<file path="src/rtl/ceh_pkg.sv">
`timescale 1ns/1ps
package ceh_pkg;
  localparam int unsigned ALT_W = 2;

  // CONFIG register layout, bit 0 = switch_en
  typedef struct packed {
    logic             mask_vco;
    logic             mask_osc;
    logic             fallback_en;
    logic [ALT_W-1:0] pick_idx;
    logic             pick_en;
    logic             switch_en;
  } cfg_t;

  localparam int unsigned CFG_W = $bits(cfg_t);

  localparam logic [1:0] A_CFG  = 2'd0;
  localparam logic [1:0] A_LIM  = 2'd1;
  localparam logic [1:0] A_STAT = 2'd2;

  localparam int unsigned STAT_W = 6;
endpackage

</file>
<file path="src/rtl/ceh_regs.sv">
`timescale 1ns/1ps
module ceh_regs
  import ceh_pkg::*;
#(
  parameter int unsigned DATA_W  = 32,
  parameter int unsigned THR_W   = 8,
  parameter int unsigned LIM_W   = 8,
  parameter int unsigned THR_RST = 2,
  parameter int unsigned LIM_RST = 4
) (
  input  logic              clk,
  input  logic              rst_n,
  input  logic              we,
  input  logic [1:0]        addr,
  input  logic [DATA_W-1:0] wdata,
  input  logic [STAT_W-1:0] status,
  output logic [DATA_W-1:0] rdata,
  output cfg_t              cfg,
  output logic [THR_W-1:0]  thr,
  output logic [LIM_W-1:0]  lim,
  output logic              clr_osc,
  output logic              clr_vco
);
  localparam int unsigned LIMS_W = THR_W + LIM_W;
  localparam int unsigned USED_W = (LIMS_W > CFG_W) ? LIMS_W : CFG_W;

  cfg_t             cfg_q, cfg_d;
  logic [THR_W-1:0] thr_q, thr_d;
  logic [LIM_W-1:0] lim_q, lim_d;
  logic             wr_cfg, wr_lim, wr_stat;

  assign wr_cfg  = we && (addr == A_CFG);
  assign wr_lim  = we && (addr == A_LIM);
  assign wr_stat = we && (addr == A_STAT);

  always_comb begin
    cfg_d = cfg_q;
    thr_d = thr_q;
    lim_d = lim_q;
    if (wr_cfg) cfg_d = cfg_t'(wdata[CFG_W-1:0]);
    if (wr_lim) begin
      thr_d = wdata[THR_W-1:0];
      lim_d = wdata[LIMS_W-1:THR_W];
    end
  end

  always_ff @(posedge clk or negedge rst_n) begin
    if (!rst_n) begin
      cfg_q <= '0;
      thr_q <= THR_W'(THR_RST);
      lim_q <= LIM_W'(LIM_RST);
    end else begin
      cfg_q <= cfg_d;
      thr_q <= thr_d;
      lim_q <= lim_d;
    end
  end

  always_comb begin
    case (addr)
      A_CFG:   rdata = DATA_W'(cfg_q);
      A_LIM:   rdata = DATA_W'({lim_q, thr_q});
      A_STAT:  rdata = DATA_W'(status);
      default: rdata = '0;
    endcase
  end

  assign clr_osc = wr_stat && wdata[0];
  assign clr_vco = wr_stat && wdata[1];
  assign cfg     = cfg_q;
  assign thr     = thr_q;
  assign lim     = lim_q;

  generate
    if (DATA_W > USED_W) begin : g_spare
      logic unused_wdata;
      assign unused_wdata = ^wdata[DATA_W-1:USED_W];
    end
  endgenerate

  AST_LIM_WRITE: assert property (@(posedge clk) disable iff (!rst_n)
    wr_lim |=> (lim == $past(wdata[LIMS_W-1:THR_W])));
endmodule

</file>
<file path="src/rtl/ceh_osc_mon.sv">
`timescale 1ns/1ps
module ceh_osc_mon #(
  parameter int unsigned WIN_LEN = 32,
  parameter int unsigned THR_W   = 8
) (
  input  logic             clk,
  input  logic             rst_n,
  input  logic             in_clk,
  input  logic [THR_W-1:0] thr,
  output logic             fail
);
  localparam int unsigned WIN_W = (WIN_LEN > 1) ? $clog2(WIN_LEN) : 1;
  localparam logic [WIN_W-1:0] WIN_LAST = WIN_W'(WIN_LEN - 1);

  logic [2:0]       smp_q;
  logic [WIN_W-1:0] win_q, win_d;
  logic [THR_W-1:0] cnt_q, cnt_d, tot;
  logic             fail_q, fail_d;
  logic             edg, win_end;

  always_ff @(posedge clk or negedge rst_n) begin
    if (!rst_n) smp_q <= '0;
    else        smp_q <= {smp_q[1:0], in_clk};
  end

  assign edg     = smp_q[1] & ~smp_q[2];
  assign win_end = (win_q == WIN_LAST);

  always_comb begin
    tot    = (edg && (cnt_q != '1)) ? cnt_q + 1'b1 : cnt_q;
    win_d  = win_end ? '0 : win_q + 1'b1;
    cnt_d  = win_end ? '0 : tot;
    fail_d = win_end ? (tot < thr) : fail_q;
  end

  always_ff @(posedge clk or negedge rst_n) begin
    if (!rst_n) begin
      win_q  <= '0;
      cnt_q  <= '0;
      fail_q <= 1'b0;
    end else begin
      win_q  <= win_d;
      cnt_q  <= cnt_d;
      fail_q <= fail_d;
    end
  end

  assign fail = fail_q;

  AST_FAIL_AT_WINDOW_END: assert property (@(posedge clk) disable iff (!rst_n)
    !$stable(fail_q) |-> $past(win_end));
  AST_WINDOW_RESTART: assert property (@(posedge clk) disable iff (!rst_n)
    win_end |=> (cnt_q == '0));
endmodule

</file>
<file path="src/rtl/ceh_lock_mon.sv">
`timescale 1ns/1ps
module ceh_lock_mon #(
  parameter int unsigned LIM_W = 8
) (
  input  logic             clk,
  input  logic             rst_n,
  input  logic             pll_lock,
  input  logic [LIM_W-1:0] lim,
  output logic             lock_s,
  output logic             lost
);
  logic [1:0]       sync_q;
  logic [LIM_W-1:0] cnt_q, cnt_d;
  logic             lost_q, lost_d;

  always_ff @(posedge clk or negedge rst_n) begin
    if (!rst_n) sync_q <= '0;
    else        sync_q <= {sync_q[0], pll_lock};
  end

  assign lock_s = sync_q[1];

  always_comb begin
    if (lock_s)            cnt_d = '0;
    else if (cnt_q == '1)  cnt_d = cnt_q;
    else                   cnt_d = cnt_q + 1'b1;
    lost_d = ~lock_s & (cnt_d >= lim);
  end

  always_ff @(posedge clk or negedge rst_n) begin
    if (!rst_n) begin
      cnt_q  <= '0;
      lost_q <= 1'b0;
    end else begin
      cnt_q  <= cnt_d;
      lost_q <= lost_d;
    end
  end

  assign lost = lost_q;

  AST_LOST_DROPS_ON_LOCK: assert property (@(posedge clk) disable iff (!rst_n)
    lock_s |=> !lost_q);
endmodule

</file>
<file path="src/rtl/ceh_trap.sv">
`timescale 1ns/1ps
module ceh_trap (
  input  logic clk,
  input  logic rst_n,
  input  logic evt,
  input  logic mask,
  input  logic clr,
  output logic flag,
  output logic req
);
  logic evt_q, flag_q, flag_d, req_q, req_d, rise;

  assign rise = evt & ~evt_q;

  always_comb begin
    flag_d = rise | (flag_q & ~clr);
    req_d  = rise & ~mask;
  end

  always_ff @(posedge clk or negedge rst_n) begin
    if (!rst_n) begin
      evt_q  <= 1'b0;
      flag_q <= 1'b0;
      req_q  <= 1'b0;
    end else begin
      evt_q  <= evt;
      flag_q <= flag_d;
      req_q  <= req_d;
    end
  end

  assign flag = flag_q;
  assign req  = req_q;

  AST_REQ_SINGLE: assert property (@(posedge clk) disable iff (!rst_n)
    req_q |=> !req_q);
  AST_REQ_UNMASKED: assert property (@(posedge clk) disable iff (!rst_n)
    req_q |-> !$past(mask));
  AST_FLAG_STICKY: assert property (@(posedge clk) disable iff (!rst_n)
    (flag_q && !clr) |=> flag_q);
  AST_REQ_WITH_FLAG: assert property (@(posedge clk) disable iff (!rst_n)
    req_q |-> flag_q);
endmodule

</file>
<file path="src/rtl/clk_emerg_ctrl.sv">
`timescale 1ns/1ps
module clk_emerg_ctrl
  import ceh_pkg::*;
#(
  parameter int unsigned DATA_W  = 32,
  parameter int unsigned WIN_LEN = 32,
  parameter int unsigned THR_W   = 8,
  parameter int unsigned LIM_W   = 8,
  parameter int unsigned THR_RST = 2,
  parameter int unsigned LIM_RST = 4
) (
  input  logic              clk,
  input  logic              rst_n,
  input  logic              in_clk_i,
  input  logic              pll_lock_i,
  input  logic              reg_we_i,
  input  logic [1:0]        reg_addr_i,
  input  logic [DATA_W-1:0] reg_wdata_i,
  output logic [DATA_W-1:0] reg_rdata_o,
  output logic              alt_sel_o,
  output logic [ALT_W-1:0]  alt_idx_o,
  output logic              pll_unlocked_o,
  output logic              pll_valid_o,
  output logic              trap_osc_o,
  output logic              trap_vco_o
);
  localparam int unsigned NTRAP = 2;

  logic [1:0]        rst_q;
  logic              rst_ni;
  cfg_t              cfg;
  logic [THR_W-1:0]  thr;
  logic [LIM_W-1:0]  lim;
  logic              clr_osc, clr_vco;
  logic              osc_fail, lock_s, lost;
  logic [NTRAP-1:0]  t_evt, t_mask, t_clr, t_flag, t_req;
  logic [STAT_W-1:0] status;

  logic             alt_q, alt_d;
  logic [ALT_W-1:0] idx_q, idx_d;
  logic             emerg_q, emerg_d;
  logic             unl_q, unl_d;
  logic             valid_q, valid_d;

  // reset: asserted asynchronously, released on the clock
  always_ff @(posedge clk or negedge rst_n) begin
    if (!rst_n) rst_q <= 2'b00;
    else        rst_q <= {rst_q[0], 1'b1};
  end
  assign rst_ni = rst_q[1];

  ceh_regs #(
    .DATA_W(DATA_W), .THR_W(THR_W), .LIM_W(LIM_W),
    .THR_RST(THR_RST), .LIM_RST(LIM_RST)
  ) u_regs (
    .clk(clk), .rst_n(rst_ni), .we(reg_we_i), .addr(reg_addr_i),
    .wdata(reg_wdata_i), .status(status), .rdata(reg_rdata_o),
    .cfg(cfg), .thr(thr), .lim(lim), .clr_osc(clr_osc), .clr_vco(clr_vco)
  );

  ceh_osc_mon #(.WIN_LEN(WIN_LEN), .THR_W(THR_W)) u_osc (
    .clk(clk), .rst_n(rst_ni), .in_clk(in_clk_i), .thr(thr), .fail(osc_fail)
  );

  ceh_lock_mon #(.LIM_W(LIM_W)) u_lock (
    .clk(clk), .rst_n(rst_ni), .pll_lock(pll_lock_i), .lim(lim),
    .lock_s(lock_s), .lost(lost)
  );

  // trap slot 0: input failure, slot 1: lock loss
  assign t_evt  = {lost, osc_fail};
  assign t_mask = {cfg.mask_vco, cfg.mask_osc};
  assign t_clr  = {clr_vco, clr_osc};

  generate
    for (genvar g = 0; g < NTRAP; g++) begin : g_trap
      ceh_trap u_trap (
        .clk(clk), .rst_n(rst_ni), .evt(t_evt[g]), .mask(t_mask[g]),
        .clr(t_clr[g]), .flag(t_flag[g]), .req(t_req[g])
      );
    end
  endgenerate

  always_comb begin
    alt_d   = osc_fail & cfg.switch_en;
    idx_d   = (alt_d && cfg.pick_en) ? cfg.pick_idx : '0;
    emerg_d = osc_fail & cfg.pick_en;
    unl_d   = lost & cfg.fallback_en;
    valid_d = lock_s & ~osc_fail;
  end

  always_ff @(posedge clk or negedge rst_ni) begin
    if (!rst_ni) begin
      alt_q   <= 1'b0;
      idx_q   <= '0;
      emerg_q <= 1'b0;
      unl_q   <= 1'b0;
      valid_q <= 1'b0;
    end else begin
      alt_q   <= alt_d;
      idx_q   <= idx_d;
      emerg_q <= emerg_d;
      unl_q   <= unl_d;
      valid_q <= valid_d;
    end
  end

  assign status         = {t_flag[1], t_flag[0], unl_q, alt_q, emerg_q, valid_q};
  assign alt_sel_o      = alt_q;
  assign alt_idx_o      = idx_q;
  assign pll_unlocked_o = unl_q;
  assign pll_valid_o    = valid_q;
  assign trap_osc_o     = t_req[0];
  assign trap_vco_o     = t_req[1];

  AST_ALT_NEEDS_FAIL: assert property (@(posedge clk) disable iff (!rst_ni)
    alt_sel_o |-> $past(osc_fail));
  AST_IDX_ZERO_ON_MAIN: assert property (@(posedge clk) disable iff (!rst_ni)
    !alt_sel_o |-> (alt_idx_o == '0));
  AST_VALID_LOW_ON_FAIL: assert property (@(posedge clk) disable iff (!rst_ni)
    osc_fail |=> !pll_valid_o);
  AST_UNLOCK_NEEDS_LOSS: assert property (@(posedge clk) disable iff (!rst_ni)
    pll_unlocked_o |-> $past(lost));
endmodule

</file>
<file path="config.mk">
export PLATFORM = sky130hd
export DESIGN_NAME = clk_emerg_ctrl
export DESIGN_NICKNAME = d
export VERILOG_FILES = /design/src/rtl/ceh_pkg.sv /design/src/rtl/ceh_regs.sv /design/src/rtl/ceh_osc_mon.sv /design/src/rtl/ceh_lock_mon.sv /design/src/rtl/ceh_trap.sv /design/src/rtl/clk_emerg_ctrl.sv
export SDC_FILE = /design/constraint.sdc
export NUM_CORES = 1
export LEC_CHECK = 0
export BUFFER_PORTS_ARGS = -buffer_cell sky130_fd_sc_hd__buf_2
export CORE_MARGIN = 2
export CORE_UTILIZATION = 54
export CTS_BUF_LIST = sky130_fd_sc_hd__clkbuf_16
export CTS_CLUSTER_DIAMETER = 100
export DETAILED_ROUTE_END_ITERATION = 7
export GPL_TIMING_DRIVEN = 1
export PLACE_DENSITY = 0.79
export SLEW_MARGIN = 15
export SYNTH_ARGS = -nofsm -noshare
export SYNTH_HDL_FRONTEND = slang
export SYNTH_SLANG_ARGS = --single-unit
</file>
<file path="constraint.sdc">
create_clock -name clk -period 2.5 [get_ports clk]
set_input_delay 0.125 -clock clk [delete_from_list [all_inputs] [get_ports clk]]
set_output_delay 0.125 -clock clk [all_outputs]
set_load 0.01 [all_outputs]
</file>
# == Yosys cells after proc, flatten, opt, wreduce, memory -nomap -nowiden ==
# Cells that the tools add are included.
# op_classes
n_mux,7
add_sub_neg,3
n_eq_ne,5
n_reduce_logical,8
n_lt_le_gt_ge,2
n_bitwise,23
# op_table
cell,n
$pmux 16 s3,1
$mux 8,4
$add 8x1->8 const B,2
$and 1x1->1,12
$not 1->1,9
$eq 8x8->1 const B,1
$ge 8x8->1,1
$lt 8x8->1,1
$ne 8x8->1 const B,1
$logic_and 1x1->1,7
$add 5x1->5 const B,1
$eq 5x5->1 const B,1
$mux 5,1
$eq 2x1->1 const B,1
$eq 2x2->1 const B,1
$logic_not 2->1,1
$mux 2,1
$or 1x1->1,2
# word_totals
input_bits,39
regBits,65
elab_cells,75
out_inout_bits,39

# == Logic depth before layout (Yosys ltp) ==
# logic_depth
depth_word,6
mapped_depth,10
mapped_depth_nobuf,10

# == Modules after synthesis ==
# Synthesis repeated with hierarchy kept, for this count alone.
# unflattened
cells_unflattened,290
hier_area_um2,3462.1
# by_module_without_submodules
module,n_inst,cells_each,seq_area_each_um2,area_per_inst_um2
ceh_regs,1,96,578.1,1276.2
ceh_osc_mon,1,95,425.4,1037.2
ceh_lock_mon,1,70,275.3,691.9
clk_emerg_ctrl,1,15,200.2,249.0
ceh_trap,2,7,75.1,103.8

# == Worst setup path after synthesis ==
# OpenSTA, ideal clock, no wires.
# synth_timing
kind,flip-flop to flip-flop
startpoint,reg u_lock.cnt_q[0]
endpoint,"reg u_lock.lost_q, in the netlist u_lock.lost"
setup_slack_ps,140
synth_period_minus_slack_ps,2360
arrival_ps,2222
path_buffers,0
stages_incl_launch_ff,10
setup_time_ps,138
required_time_ps,2362
path_cell_list,dfrtp_1 -> ha_1 -> nand3_1 -> nor2_1 -> or4_1 -> a21oi_1 -> ha_1 -> a21o_1 -> a211oi_1 -> a311oi_1
# synth_between
elab_chain_len,5
elab_cells_between_ends,6
classes_between,1 x add/sub; 1 x order compare; 1 x eq/ne; 2 x mux; 1 x bitwise
# synth_lines
element,line_no,source
start: declaration,ceh_lock_mon.sv:13,"logic [LIM_W-1:0] cnt_q, cnt_d;"
start signal: assignment,ceh_lock_mon.sv:35,cnt_q <= cnt_d;
$add 8x1->8 or $eq 8x8->1 (tied branches),"ceh_lock_mon.sv:26, ceh_lock_mon.sv:25",
$mux 8 *,ceh_lock_mon.sv:25,else if (cnt_q == '1) cnt_d = cnt_q;
$mux 8 *,ceh_lock_mon.sv:24,if (lock_s) cnt_d = '0;
via u_lock.cnt_d[5],ceh_lock_mon.sv:13,
$ge 8x8->1 *,ceh_lock_mon.sv:27,lost_d = ~lock_s & (cnt_d >= lim);
$and 1x1->1 *,ceh_lock_mon.sv:27,
via u_lock.lost_d,ceh_lock_mon.sv:14,"logic lost_q, lost_d;"
end signal: assignment,ceh_lock_mon.sv:36,lost_q <= lost_d;
end: declaration,ceh_lock_mon.sv:14,
# Mark *: on every way through the listed nets, which the timed path passes. The rest lies on a longest branch.
# A chain may end at the register's enable or synchronous reset.

# == Worst setup path in the final report ==
# layout_timing
startpoint,reg u_osc.smp_q[2]
endpoint,"reg u_osc.fail_q, in the netlist u_osc.fail"
# layout_between
elab_chain_len,5
# layout_lines
element,line_no,source
start: declaration,ceh_osc_mon.sv:15,logic [2:0] smp_q;
start signal: assignment,ceh_osc_mon.sv:23,"else smp_q <= {smp_q[1:0], in_clk};"
$not 1->1,ceh_osc_mon.sv:26,assign edg = smp_q[1] & ~smp_q[2];
$and 1x1->1,ceh_osc_mon.sv:26,
$logic_and 1x1->1,ceh_osc_mon.sv:30,tot = (edg && (cnt_q != '1)) ? cnt_q + 1'b1 : cnt_q;
$mux 8,ceh_osc_mon.sv:30,
$lt 8x8->1,ceh_osc_mon.sv:33,fail_d = win_end ? (tot < thr) : fail_q;
end signal: assignment,ceh_osc_mon.sv:44,fail_q <= fail_d;
end: declaration,ceh_osc_mon.sv:18,"logic fail_q, fail_d;"
# Every way passes these cells.

==> out/qor.txt <==
Vias in the first global route - 2410
R2R depth - 9
Async set-reset flop share out of synthesis - 1.00
Initial antenna violation count - 0
Seq pwr share - 0.413
Drt initial violations - 88
Setup Viol. Count Final - 0
Tcrit/Tclk final - 0.975
Antenna viol nets, final - 0
Num rows - 28
R2R Setup Slk - 0.06 ns
Routed vias/inst - 5.32
DP HPWL - 4.66 mm
Initial core utilization - 0.557
IO Pins - 78
Final hold violations - 0
Slew headroom - 0.564
Startpoint types - flip-flop
Status - completed
Worst slack at placement - 0.0535 ns
Cells after Synth - 300
Core box area - 5920 µm²
Fillers - 440
Sw Share - 0.274
Die W - 82.2 µm
Worst slew pin tran - 0.654 ns
Setup TNS - 0 ns
Worst Hold Class - in -> reg
Hold_sp - reg_wdata_i[13]
Syn avg cell area - 11.0 µm²
Multi-input gate area - 1580 µm²
Total CTS buffers - 9
Die Footprint - 6750 µm²
Total Routed Length - 6.82 mm
Ys flop type - dfrtp_1
Remaining Overflow, GRT - 0
Diodes inserted - 0
P per Cell Area - 805 nW/µm²
Nets@finish - 424
Maximum vdd drop - 0.652 mV
Hold slack - 0.0287 ns
Via count - 2372
Most frequent cells in the layout - 61 x dfrtp_1, 45 x buf_2, 24 x mux2_2
Logic pwr share - 0.181
Post-synth cell types - 51
Internal - 2.38 mW
Clock power frac - 0.406
Area Growth Syn to Fin - 23.3%
TritonCTS clock tree - yes
CP required - 2.70 ns
Avg WL per Cell - 15.3 µm
CP Cell Sequence - nand4b_1 > or3_1 > mux2_4 > ha_4 > and3_4 > buf_6 > nand3b_1 > a311oi_1 > a21oi_1
Commonest non-fill, non-tap cell in the layout - dfrtp_1
Critical Path AT - 2.64 ns
Flops & latches, synth - 65
Clk pin slew, worst setup/hold paths - 0.05 ns
H-tree depth - 3
CP max FO - 3
Port Buffers - 45
Slowest stage delay, CP - 0.39 ns
Total Routing Usage GR - 0.226
Register area - 1630 µm²
Largest net degree at the start of global routing - 35
Clock skew - 0.00401 ns
Max-cap check violation count - 0
Bufs on Longest Clock Path - 2
Net Switching - 0.895 mW
Die Y - 82.2 µm
Crit Path Category - reg -> reg
Crit path time final - 2.44 ns
Slowest-stage cell, CP - dfrtp_1
Worst-skew pair later-pin latency - 0.33 ns
RSZ-0062 raised after global routing - yes
CTS Root Cell - clkbuf_16
Gpl congestion - 0.852
Final worst setup slack - 0.0621 ns
Post-synthesis sequential area ratio - 0.494
Finished Core Util - 0.687
Layout cells sized above 1 - 0.318
Max Fclk - 410 MHz
Critical path endpoint category - flip-flop
Max-slew violations - 0
Global-route wire length before repair - 11.1 mm
Synth Cell Area - 3300 µm²
CTS Sinks - 65
Leakage - 2.03 nW
Worst reg2reg endpoint - u_osc.fail$_DFFE_PN0P_
Residual DRC count - 0
Hold Crit Depth - 2
Synth Warn # - 0
First-pass iteration count of the detailed router - 4
Reg2Reg Launch Point - u_osc.smp_q[2]$_DFF_PN0_
Post-synth EDFFs - 0
Hold Path End - u_regs.lim[5]$_DFFE_PN0P_
-- area by class of cell --
type	instances	share of cell area
flip-flops and latches	65	0.401
multi-input cells	210	0.388
repair buffers	62	0.0926
clock buffers	9	0.0554
clock inverters	7	0.0234
well taps	75	0.0231
inverters	18	0.0166
-- kinds of logic (layout without fill, tap and decap cells) --
group	Yosys count	in the layout	share of synthesized area
AOI/OAI and AO/OA	38	38	0.0732
xor gates and xnor gates	8	8	0.0212
adders and majority gates	19	19	0.0721
buffers and inverters	40	96	0.0656
DFF	65	65	0.494
muxes	32	32	0.108
other	2	17	0.00228
and+or+nand+nor	96	96	0.164
-- per-layer routing --
metal | share of wire | wire (µm) | up-vias | track usage
li1 | - | - | 1139 | -
met1 | 0.42 | 2850 | 1149 | 0.261
met2 | 0.50 | 3410 | 68 | 0.376
met3 | 0.059 | 403 | 16 | 0.0891
met4 | 0.024 | 161 | 0 | 0.0917
met5 | 0 | 0 | - | 0
-- cells in the mapped netlist, types with 2 or more instances --
cell	number	area, µm²
or3_1	2	12.5
inv_1	18	67.6
nor2b_1	10	62.6
clkbuf_1	2	7.51
dfstp_2	2	52.6
nand3_1	6	30.0
nand2b_1	7	43.8
buf_4	17	128
xor2_1	5	43.8
nor2_1	15	56.3
mux2_2	24	270
a311oi_1	3	26.3
dfrtp_1	63	1580
conb_1	2	7.51
nand4_1	2	12.5
a21oi_1	5	25.0
nor3_1	5	25.0
nand2_1	16	60.1
o211ai_1	2	15.0
buf_2	2	10.0
and3_1	8	50.1
a31oi_1	2	12.5
o21ai_0	14	70.1
a21o_1	2	15.0
and2_1	13	81.3
mux2i_1	7	70.1
xnor2_1	3	26.3
nand3b_1	2	15.0
ha_1	19	238
-- worst max-delay path, delay by kind of cell (launching register included) --
| kind | cells | cell delay (ns) |
|---|---|---|
| AND/OR/NAND/NOR | 4 | 0.89 |
| flip-flops | 1 | 0.39 |
| AO/OA/AOI/OAI | 2 | 0.36 |
| multiplexers | 1 | 0.33 |
| adder cells (fa/ha/maj) | 1 | 0.27 |
| buffers and inverters | 1 | 0.09 |
-- power groups by stage --
stage          combinational [mW]  sequential, mW  clock, mW
2_1_floorplan               0.384            1.33          0
3_3_place_gp                0.522            1.35          0
3_5_place_dp                0.547            1.36          0
4_1_cts                     0.560            1.34       1.36
5_1_grt                     0.676            1.38       1.41
6_report                    0.591            1.35       1.33
-- per-stage QoR --
step	cell area (µm²)	std cells	power, mW
floorplan	3350	315	1.72
global route	4070	446	3.47
detailed placement	3630	425	1.90
CTS	3980	444	3.26
finish	4070	446	3.27
global placement	3630	425	1.87
-- state kept, by name (all words and copies together), names as in the netlist --
name	flops
u_lock.lost	1
u_osc.smp_q	3
u_regs.lim	8
u_lock.sync_q	2
u_osc.cnt_q	8
u_osc.fail	1
g_trap.u_trap.evt_q	2
alt_idx_o	2
u_lock.cnt_q	8
u_regs.thr	8
pll_valid_o	1
alt_sel_o	1
g_trap.u_trap.flag	2
rst_q	2
u_regs.cfg	7
u_osc.win_q	5
pll_unlocked_o	1
g_trap.u_trap.req	2
emerg_q	1
-- worst max-delay path by stage --
stage / startpoint / end / slack, ns / depth (start not counted)
floorplan: u_lock.cnt_q[0]$_DFF_PN0_ / u_lock.lost$_DFF_PN0_ / 0.14 / 9
global placement: u_osc.cnt_q[3]$_DFF_PN0_ / u_osc.fail$_DFFE_PN0P_ / 0.11 / 9
detailed placement: u_osc.cnt_q[3]$_DFF_PN0_ / u_osc.fail$_DFFE_PN0P_ / 0.05 / 9
CTS: u_osc.cnt_q[3]$_DFF_PN0_ / u_osc.fail$_DFFE_PN0P_ / 0.03 / 9
global route: u_osc.smp_q[2]$_DFF_PN0_ / u_osc.fail$_DFFE_PN0P_ / -0.06 / 9
finish: u_osc.smp_q[2]$_DFF_PN0_ / u_osc.fail$_DFFE_PN0P_ / 0.06 / 9
-- timing repair --
action,CTS,global route
resized for setup,0,13
hold buffers,3,0
hold endpoints to repair,4,0
buffers inserted,0,2
endpoints found under the setup margin,0,2
(Power assumes the default switching activity.)
